`config.mk`:
```
export PLATFORM = sky130hd
export DESIGN_NAME = aclink_out_framer
export DESIGN_NICKNAME = d
export VERILOG_FILES = /design/src/rtl/aclink_out_pkg.sv /design/src/rtl/aclink_bit_timer.sv /design/src/rtl/aclink_frame_buffer.sv /design/src/rtl/aclink_slot_builder.sv /design/src/rtl/aclink_out_framer.sv
export SDC_FILE = /design/constraint.sdc
export NUM_CORES = 1
export LEC_CHECK = 0
export BUFFER_PORTS_ARGS = -buffer_cell sky130_fd_sc_hd__clkbuf_2
export CAP_MARGIN = 10
export CORE_ASPECT_RATIO = 1.75
export CORE_MARGIN = 2
export CORE_UTILIZATION = 23
export CTS_CLUSTER_SIZE = 16
export DETAILED_ROUTE_END_ITERATION = 10
export SLEW_MARGIN = 30
export SYNTH_ARGS = -nofsm -noshare
export SYNTH_HDL_FRONTEND = slang
export SYNTH_SLANG_ARGS = --single-unit
```
`constraint.sdc`:
```
create_clock -name clk -period 2.3 [get_ports clk]
set_input_delay 0.345 -clock clk [delete_from_list [all_inputs] [get_ports clk]]
set_output_delay 0.345 -clock clk [all_outputs]
set_load 0.05 [all_outputs]
```
`src/rtl/aclink_out_pkg.sv`:
```
package aclink_out_pkg;
    localparam int TAG_W      = 16;
    localparam int SLOT_W     = 20;
    localparam int NUM_SLOTS  = 12;
    localparam int IDX_W      = 7;
    localparam int DATA_W     = 16;
    localparam int PAD_W      = SLOT_W - DATA_W;
    localparam int TAG_PAD_W  = TAG_W - 1 - NUM_SLOTS;
    localparam int SLOT_SEL_W = $clog2(NUM_SLOTS + 1);
    localparam int BIT_SEL_W  = $clog2(SLOT_W);
    localparam int CMD_SLOT   = 1;
    localparam int DATA_SLOT  = 2;
    localparam int LEFT_SLOT  = 3;
    localparam int RIGHT_SLOT = 4;
    localparam int IDX_LSB    = SLOT_W - 1 - IDX_W;

    typedef struct packed {
        logic              cmd_v;
        logic              rd;
        logic [IDX_W-1:0]  idx;
        logic [DATA_W-1:0] wdata;
        logic              left_v;
        logic [DATA_W-1:0] left;
        logic              right_v;
        logic [DATA_W-1:0] right;
    } frame_buf_t;
endpackage

```
`src/rtl/aclink_bit_timer.sv`:
```
module aclink_bit_timer
    import aclink_out_pkg::*;
(
    input  logic                  clk,
    input  logic                  rst_n,
    input  logic                  frame_go,
    output logic                  run,
    output logic [SLOT_SEL_W-1:0] slot,
    output logic [BIT_SEL_W-1:0]  bitp,
    output logic                  fsync,
    output logic                  boundary
);
    localparam logic [SLOT_SEL_W-1:0] LAST_SLOT = SLOT_SEL_W'(NUM_SLOTS);
    localparam logic [BIT_SEL_W-1:0]  TOP_BIT   = BIT_SEL_W'(SLOT_W - 1);
    localparam logic [BIT_SEL_W-1:0]  TAG_END   = BIT_SEL_W'(PAD_W);

    typedef struct packed {
        logic                  run;
        logic [SLOT_SEL_W-1:0] slot;
        logic [BIT_SEL_W-1:0]  bitp;
        logic                  fsync;
    } tim_t;

    tim_t tim_d, tim_q;
    logic last_bit, slot_end;

    always_comb begin
        last_bit = (tim_q.slot == LAST_SLOT) && (tim_q.bitp == '0);
        slot_end = (tim_q.slot == '0) ? (tim_q.bitp == TAG_END) : (tim_q.bitp == '0);
        boundary = !tim_q.run || last_bit;
        tim_d    = tim_q;
        if (boundary) begin
            tim_d.run   = frame_go;
            tim_d.slot  = '0;
            tim_d.bitp  = TOP_BIT;
            tim_d.fsync = frame_go;
        end else begin
            tim_d.fsync = (tim_q.slot == '0) && (tim_q.bitp != TAG_END);
            if (slot_end) begin
                tim_d.slot = tim_q.slot + 1'b1;
                tim_d.bitp = TOP_BIT;
            end else begin
                tim_d.bitp = tim_q.bitp - 1'b1;
            end
        end
    end

    always_ff @(posedge clk) begin
        if (!rst_n) tim_q <= '0;
        else        tim_q <= tim_d;
    end

    assign run   = tim_q.run;
    assign slot  = tim_q.slot;
    assign bitp  = tim_q.bitp;
    assign fsync = tim_q.fsync;

    // sync drops exactly as slot 1 begins
    p_sync_len_r2: assert property (@(posedge clk) disable iff (!rst_n)
        $fell(tim_q.fsync) |-> (tim_q.slot == SLOT_SEL_W'(1) && tim_q.bitp == TOP_BIT));
    // no strobe at the last bit ends the run
    p_stop_r10: assert property (@(posedge clk) disable iff (!rst_n)
        (tim_q.run && last_bit && !frame_go) |=> !tim_q.run);
endmodule

```
`src/rtl/aclink_frame_buffer.sv`:
```
module aclink_frame_buffer
    import aclink_out_pkg::*;
(
    input  logic              clk,
    input  logic              rst_n,
    input  logic              take,
    input  logic              cmd_pending,
    input  logic              cmd_read,
    input  logic [IDX_W-1:0]  cmd_index,
    input  logic [DATA_W-1:0] cmd_wdata,
    input  logic              left_v,
    input  logic [DATA_W-1:0] left,
    input  logic              right_v,
    input  logic [DATA_W-1:0] right,
    output frame_buf_t        fb,
    output logic              cmd_taken
);
    typedef struct packed {
        frame_buf_t fb;
        logic       taken;
    } buf_t;

    buf_t buf_d, buf_q;

    always_comb begin
        buf_d       = buf_q;
        buf_d.taken = 1'b0;
        if (take) begin
            buf_d.fb.cmd_v   = cmd_pending;
            buf_d.fb.rd      = cmd_read;
            buf_d.fb.idx     = cmd_index;
            buf_d.fb.wdata   = cmd_wdata;
            buf_d.fb.left_v  = left_v;
            buf_d.fb.left    = left;
            buf_d.fb.right_v = right_v;
            buf_d.fb.right   = right;
            buf_d.taken      = cmd_pending;
        end
    end

    always_ff @(posedge clk) begin
        if (!rst_n) buf_q <= '0;
        else        buf_q <= buf_d;
    end

    assign fb        = buf_q.fb;
    assign cmd_taken = buf_q.taken;

    // frame contents frozen between boundaries
    p_hold_r9: assert property (@(posedge clk) disable iff (!rst_n)
        !take |=> $stable(buf_q.fb));
    // a consume pulse always has a latched command behind it
    p_taken_cmd_r9: assert property (@(posedge clk) disable iff (!rst_n)
        buf_q.taken |-> buf_q.fb.cmd_v);
endmodule

```
`src/rtl/aclink_slot_builder.sv`:
```
module aclink_slot_builder
    import aclink_out_pkg::*;
(
    input  frame_buf_t                      fb,
    output logic [NUM_SLOTS:0][SLOT_W-1:0]  words
);
    logic [NUM_SLOTS:1] slot_vld;
    logic [TAG_W-1:0]   tag;

    always_comb begin
        slot_vld             = '0;
        slot_vld[CMD_SLOT]   = fb.cmd_v;
        slot_vld[DATA_SLOT]  = fb.cmd_v && !fb.rd;
        slot_vld[LEFT_SLOT]  = fb.left_v;
        slot_vld[RIGHT_SLOT] = fb.right_v;

        words = '0;
        if (slot_vld[CMD_SLOT])
            words[CMD_SLOT] = {fb.rd, fb.idx[IDX_W-1:1], 1'b0, {IDX_LSB{1'b0}}};
        if (slot_vld[DATA_SLOT])
            words[DATA_SLOT] = {fb.wdata, {PAD_W{1'b0}}};
        if (slot_vld[LEFT_SLOT])
            words[LEFT_SLOT] = {fb.left, {PAD_W{1'b0}}};
        if (slot_vld[RIGHT_SLOT])
            words[RIGHT_SLOT] = {fb.right, {PAD_W{1'b0}}};

        tag            = '0;
        tag[TAG_W-1]   = |slot_vld;
        for (int s = 1; s <= NUM_SLOTS; s++)
            tag[TAG_W-1-s] = slot_vld[s];
        words[0] = {tag, {PAD_W{1'b0}}};
    end
endmodule

```
`src/rtl/aclink_out_framer.sv`:
```
module aclink_out_framer
    import aclink_out_pkg::*;
#(
    parameter int SAMPLE_W = 16
) (
    input  logic                clk,
    input  logic                rst_n,
    input  logic                frame_go,
    input  logic                cmd_pending,
    input  logic                cmd_read,
    input  logic [IDX_W-1:0]    cmd_index,
    input  logic [DATA_W-1:0]   cmd_wdata,
    output logic                cmd_taken,
    input  logic                left_valid,
    input  logic [SAMPLE_W-1:0] left_sample,
    input  logic                right_valid,
    input  logic [SAMPLE_W-1:0] right_sample,
    output logic                sdo,
    output logic                fsync
);
    localparam int ALIGN_SH = DATA_W - SAMPLE_W;

    logic                          run, boundary, take;
    logic [SLOT_SEL_W-1:0]         slot;
    logic [BIT_SEL_W-1:0]          bitp;
    logic [DATA_W-1:0]             left_al, right_al;
    frame_buf_t                    fb;
    logic [NUM_SLOTS:0][SLOT_W-1:0] words;

    typedef struct packed {
        logic sdo;
    } out_t;
    out_t out_d, out_q;

    assign left_al  = DATA_W'(left_sample)  << ALIGN_SH;
    assign right_al = DATA_W'(right_sample) << ALIGN_SH;
    assign take     = boundary && frame_go;

    aclink_bit_timer u_timer (
        .clk      (clk),
        .rst_n    (rst_n),
        .frame_go (frame_go),
        .run      (run),
        .slot     (slot),
        .bitp     (bitp),
        .fsync    (fsync),
        .boundary (boundary)
    );

    aclink_frame_buffer u_buf (
        .clk         (clk),
        .rst_n       (rst_n),
        .take        (take),
        .cmd_pending (cmd_pending),
        .cmd_read    (cmd_read),
        .cmd_index   (cmd_index),
        .cmd_wdata   (cmd_wdata),
        .left_v      (left_valid),
        .left        (left_al),
        .right_v     (right_valid),
        .right       (right_al),
        .fb          (fb),
        .cmd_taken   (cmd_taken)
    );

    aclink_slot_builder u_build (
        .fb    (fb),
        .words (words)
    );

    always_comb begin
        out_d     = out_q;
        out_d.sdo = run ? words[slot][bitp] : 1'b0;
    end

    always_ff @(posedge clk) begin
        if (!rst_n) out_q <= '0;
        else        out_q <= out_d;
    end

    assign sdo = out_q.sdo;

    // lowest index bit never leaves as 1
    p_even_index_r5: assert property (@(posedge clk) disable iff (!rst_n)
        (run && slot == SLOT_SEL_W'(CMD_SLOT) && bitp == BIT_SEL_W'(IDX_LSB)) |=> !sdo);
    // reserved slots are silent
    p_reserved_zero_r8: assert property (@(posedge clk) disable iff (!rst_n)
        (run && slot > SLOT_SEL_W'(RIGHT_SLOT)) |=> !sdo);
    // low tag pad bits are zero
    p_tag_pad_r4: assert property (@(posedge clk) disable iff (!rst_n)
        (run && slot == '0 && bitp < BIT_SEL_W'(PAD_W + TAG_PAD_W)) |=> !sdo);
    // consume pulse coincides with the sync rise
    p_taken_sync_r9: assert property (@(posedge clk) disable iff (!rst_n)
        cmd_taken |-> $rose(fsync));
    // idle line stays low
    p_idle_low_r10: assert property (@(posedge clk) disable iff (!rst_n)
        !run |=> !sdo);
endmodule

```
# Word level (Yosys, flattened, before mapping)
# Cells that the tools add are included.
[word_totals] reg_bits=72 input_bits=62 word_cells=48 out_inout_bits=3
[op_classes] n_reduce_logical=14 n_eq_ne=3 mux=11 addsub=2 bitwise=1 order_cmp=2
[op_table] op="20-bit 2-to-1 mux" n=5
[op_table] op="20-bit binary-select mux with 4-bit select" n=1
[op_table] op="5-bit by 6-bit less-than comparator with 1-bit output (second input constant)" n=1
[op_table] op="6-bit 2-to-1 mux" n=1
[op_table] op="1-bit binary-select mux with 5-bit select" n=1
[op_table] op="5-bit by 3-bit equality test with 1-bit output (second input constant)" n=1
[op_table] op="5-bit zero test" n=1
[op_table] op="4-bit by 5-bit less-than comparator with 1-bit output (second input constant)" n=1
[op_table] op="5-bit 2-to-1 mux" n=1
[op_table] op="5-bit by 3-bit != test with 1-bit output (second input constant)" n=1
[op_table] op="5-bit by 1-bit subtractor with 5-bit output (second input constant)" n=1
[op_table] op="4-bit by 1-bit adder with 4-bit output (second input constant)" n=1
[op_table] op="4-bit equality test (second input constant)" n=1
[op_table] op="1-bit logical AND" n=4
[op_table] op="4-bit zero test" n=1
[op_table] op="2-bit AND reduction" n=2
[op_table] op="4-bit OR reduction" n=1
[op_table] op="3-bit OR reduction" n=1
[op_table] op="1-bit zero test" n=2
[op_table] op="1-bit 2-to-1 mux" n=2
[op_table] op="2-bit OR reduction" n=1
[op_table] op="1-bit logical OR" n=1
[op_table] op="1-bit inverter" n=1

# Logic depth before layout (Yosys ltp)
[logic_depth] word_depth=7 mapped_depth=10 ltp_nobuf=7

# Modules after synthesis
# From an unflattened synthesis, not the netlist that was laid out.
[hier_totals] cells_unflattened=786 area_unflattened_um2=7372.1
[by_module_without_submodules] mod="aclink_out_framer" seq_area_each_um2=20.0 n_inst=1 area_each_um2=2552.4 cells_each=265
[by_module_without_submodules] mod="aclink_frame_buffer" seq_area_each_um2=1201.2 n_inst=1 area_each_um2=2290.9 cells_each=192
[by_module_without_submodules] mod="aclink_slot_builder" seq_area_each_um2=0.0 n_inst=1 area_each_um2=1970.6 cells_each=266
[by_module_without_submodules] mod="aclink_bit_timer" seq_area_each_um2=220.2 n_inst=1 area_each_um2=558.0 cells_each=63

# Worst setup path after synthesis
# Ideal clock, no wire load.
[synth_path] path_type="register -> register" start="register u_timer.tim_q, in the netlist u_timer.slot[0]" end="register u_timer.tim_q, in the netlist u_timer.bitp[0]" setup_ns=0.076 stages_incl_launch_ff=10 t_arrival_ns=1.805 path_slack_ns=0.420 path_buffers=2 synth_period_minus_slack_ns=1.880 required_time_ns=2.224 cell_sequence="dfxtp_1 > buf_2 > inv_1 > ha_1 > nor3b_1 > xnor2_1 > and2_0 > clkbuf_1 > nor2_1 > a21boi_0"
[synth_via] elab_chain_cells=4 elab_cells_between_ends=7 cone_classes="eq/ne: 1; mux: 3; reduce/logical: 3"
[synth_lines] item="start: declaration" line="aclink_bit_timer.sv:24" source="tim_t tim_d, tim_q;"
[synth_lines] item="start signal: assignment" line="aclink_bit_timer.sv:50" source="else tim_q <= tim_d;"
[synth_lines] item="4-bit zero test / 4-bit equality test (equally long branches)" line="aclink_bit_timer.sv:29, aclink_bit_timer.sv:28"
[synth_lines] item="1-bit 2-to-1 mux / 1-bit logical AND (equally long branches)" line="aclink_bit_timer.sv:29, aclink_bit_timer.sv:28"
[synth_lines] item="5-bit 2-to-1 mux / 1-bit logical OR (equally long branches)" line="aclink_bit_timer.sv:39, aclink_bit_timer.sv:30"
[synth_lines] item="6-bit 2-to-1 mux (*)" line="aclink_bit_timer.sv:32" source="if (boundary) begin"
# Every way passes the cells marked *; elsewhere a longest branch is shown, timed or not.
# A chain may end at the register's enable or synchronous reset.

# Final worst setup path
# Ends and elaborated chain as after synthesis.

==> metrics.md <==
| Metric | Value |
|---|---|
| WP data required | `approximately 2600 ps` |
| Die Span X | `slightly below 100 um` |
| Post-synth ARST share | `0` |
| Fillers | `1578` |
| Pin count of the biggest net entering global routing | `66` |
| I/O pins | `65` |
| Crit path launch type | `flip-flop` |
| Final ANT Viol Nets | `0` |
| First-pass GRT wire length | `15300 um` |
| Area leader, netlist | `dfxtp_1` |
| Vias/cell | `4.54` |
| Syn_nets | `476` |
| HPWL after DPL | `7090 um` |
| Clock tree sinks | `just over 70` |
| Layout cells sized above 1 | `0.214` |
| Fmax | `0.470 GHz` |
| Crit Path Class | `flip-flop to flip-flop` |
| # rows | `59` |
| Hold path startpoint | `right_sample[10]` |
| Initial antenna violation count | `0` |
| YS warnings | `0` |
| Die Y | `166 um` |
| Share of the synthesized area in the top cell type | `0.410` |
| TritonCTS clock tree | `yes` |
| Post-synth EDFFs | `0` |
| Worst Reg2Reg Path Length in Cells | `7` |
| Synthesized area per cell | `about 8.5 um^2` |
| Final core occ | `0.287` |
| CP Max Fanout | `8` |
| DRC | `0` |
| Slowest-stage cell, CP | `dfxtp_1` |
| Ranking of synthesized cells by area | `dfxtp_1 41%, nand2_1 14%, a21boi_1 13%, mux2i_1 2.6%, mux4_2 2.6%` |
| Worst Hold End | `u_buf.fb[10]$_SDFFE_PN0P_` |
| HP Class | `primary input to flip-flop` |
| Max-Cap Viols | `0` |
| Total CTS buffers | `9` |
| Hold buffer count at CTS | `0` |
| Worst-path clk slew | `around 60 ps` |
| #FFs+latches synth | `between 70 and 80` |
| Hold Vio Cnt, Final | `0` |
| Sequential area share after synthesis | `0.410` |
| H-tree levels | `3` |
| Setup violators final | `0` |
| Cells after DPL | `638` |
| Non-filler cells, final | `654` |
| # Post-CTS Setup Buffers | `0` |
| Vias in the first global route | `between 3000 and 4000` |
| Max-slew headroom | `0.611` |
| Worst-path cell chain | `inv_1 > ha_1 > nor3b_1 > xnor2_1 > and2_0 > nor2_1 > a21boi_0` |
| Max Clock Skew | `9.35 ps` |
| Root buf cell | `clkbuf_16` |
| Die area | `0.0161 mm^2` |
| Critical R2R Launch | `u_timer.slot[0]$_SDFFE_PP0P_` |
| Routed wire length | `9320 um` |
| Worst slew pin tran | `roughly 600 ps` |
| Setup TNS Final | `0 ps` |
| Distinct cells, synth | `55` |
| Placer Congestion | `0.888` |
| Tot Pwr | `3.18 mW` |
| Post-cts repair resize count | `0` |
| Maximum VDD drop | `0.000304 V` |
| Wirelength per Cell | `between 10 and 15 um` |
| DRT Pass-1 Iters | `4` |
| Port buffer count | `63` |
| Area Growth Syn to Fin | `22.9%` |
| RSZ-0062 raised after global routing | `false` |
| Hold depth | `3` |
| Bufs on Longest Clock Path | `2` |
| Worst path arrival time | `2380 ps` |
| Status | `finished clean` |
| Initial Util | `0.234` |
| R2r setup slk | `170 ps` |
| Fin nets | `532` |
| P_leak | `1.71 nW` |
| Worst Setup End Kind | `flip-flop` |
| Via count | `2970` |
| CORE AREA | `0.0148 mm^2` |
| Global-route usage over all layers | `0.120` |
| Most used DFF post-synth | `dfxtp_1` |
| Post-Syn Instances | `approximately 400` |
| Pwr Density | `around 750 mW/mm^2` |
| Max stage delay on crit path | `between 400 and 500 ps` |
| Antenna Cells | `0` |
| Period utilization | `0.925` |
| Final Slew Violations | `0` |
| Grt ovf | `0` |
| Cell area after synthesis | `~0.0035 mm^2` |
| Reg-to-reg endpoint | `u_timer.bitp[0]$_SDFF_PN0_` |
| Min Clock Period, post-route | `2130 ps` |
| Worst-Skew Late Latency | `330 ps` |
| Iter 0 DRT Violations | `196` |
-- synthesized netlist by cell type, types with 3 or more instances --
master,instances
a21oi_1,6
buf_2,8
mux4_2,4
mux2i_1,9
nor2_1,10
nor2b_1,3
buf_4,4
nand2b_1,4
nor3_1,5
o221ai_1,3
buf_6,6
dfxtp_1,71
clkbuf_1,12
xnor2_1,5
nand3_1,5
inv_1,7
a21boi_1,60
ha_1,4
nor3b_1,4
o21ai_0,3
nor4_1,3
nand2_1,129
a31oi_1,3
-- worst max path at each step --
stage                                 start                    endpoint  slack, ps  cells past startpoint
2_1_floorplan  u_timer.slot[0]$_SDFFE_PP0P_  u_timer.bitp[0]$_SDFF_PN0_        420                      9
3_3_place_gp   u_timer.slot[0]$_SDFFE_PP0P_  u_timer.bitp[0]$_SDFF_PN0_        200                      7
3_5_place_dp   u_timer.slot[0]$_SDFFE_PP0P_  u_timer.bitp[0]$_SDFF_PN0_        200                      7
4_1_cts        u_timer.slot[0]$_SDFFE_PP0P_  u_timer.bitp[0]$_SDFF_PN0_        160                      7
5_1_grt        u_timer.slot[0]$_SDFFE_PP0P_  u_timer.bitp[4]$_SDFF_PN0_         20                      7
6_report       u_timer.slot[0]$_SDFFE_PP0P_  u_timer.bitp[0]$_SDFF_PN0_        170                      7
-- through the flow --
step,hold WS [ps],cell area [um^2],worst slack (ps)
after floorplan,430,3470,420
after global placement,441,3940,202
after detailed placement,444,3940,197
after global routing,234,4260,18.1
after CTS,229,4260,159
final,231,4260,171
-- flip-flops by register name (all words and copies together), names as in the netlist --
signal / cells
u_buf.fb: 58
u_timer.bitp: 5
u_timer.slot: 4
sdo: 1
u_buf.cmd_taken: 1
u_timer.fsync: 1
u_timer.run: 1
-- worst max-delay path, delay by kind of cell (launching register included) --
family | cells | cell delay (ps)
adders and majority gates | 1 | 250
and+or+nand+nor | 3 | 670
xor gates and xnor gates | 1 | 300
DFF | 1 | 480
buffers and inverters | 1 | 180
AOI/OAI and AO/OA | 1 | 180
-- metal layers --
layer / up-vias / global-route usage / wire length [um]
met5: - / 0 / 0
met4: 0 / 0.0582 / 220
met3: 11 / 0.0168 / 184
met2: 42 / 0.228 / 5290
met1: 1401 / 0.126 / 3630
li1: 1516 / - / -
-- power by group --
| part | switching (mW) | leakage, nW | internal [mW] | total (mW) |
|---|---|---|---|---|
| sequential | 0.0436 | 0.583 | 1.30 | 1.34 |
| clock | 0.510 | 0.162 | 0.974 | 1.48 |
| combinational | 0.193 | 0.961 | 0.160 | 0.353 |
| total | 0.746 | 1.71 | 2.43 | 3.18 |
-- kinds of logic (layout without fill, tap and decap cells) --
| logic type | count (synthesis) | after routing | share of synthesized area |
|---|---|---|---|
| AND/OR/NAND/NOR | 175 | 175 | 0.218 |
| adder cells (fa/ha/maj) | 4 | 4 | 0.0144 |
| multiplexers | 15 | 15 | 0.0585 |
| buffers and inverters | 38 | 99 | 0.0614 |
| AO/OA/AOI/OAI | 100 | 100 | 0.220 |
| flip-flops | 71 | 71 | 0.410 |
| XOR/XNOR | 7 | 7 | 0.0177 |
-- cells in the final DEF, fill, tap and decap left out, drive strengths merged, types with 2 or more instances in the layout --
cell type and n:
nand2 129, clkbuf 73, dfxtp 71, a21boi 61, buf 13, nor2 10
mux2i 9, inv 7, a21oi 6, nand3 5, xnor2 5, nor3 5
nor3b 5, nand2b 4, mux4 4, ha 4, clkinv 4, nor4 3
a31oi 3, nor2b 3, o21ai 3, o221ai 3, and2 3, xor2 2
a311oi 2, a221oi 2, o311ai 2, a22oi 2, a211o 2, a211oi 2
or4 2, o21a 2, bufinv 2, mux2 2
-- area by class of cell --
| class | count | area, um^2 | area share |
|---|---|---|---|
| Timing Repair Buffer | 76 | 425 | 0.0999 |
| Inverter | 7 | 26.3 | 0.00617 |
| Clock buffer | 10 | 239 | 0.0561 |
| Sequential cell | 71 | 1420 | 0.334 |
| Multi-Input combinational cell | 301 | 1830 | 0.431 |
| Tap cell | 183 | 229 | 0.0538 |
| Clock inverter | 6 | 83.8 | 0.0197 |
Note: power is estimated with default switching activity, not from simulation.
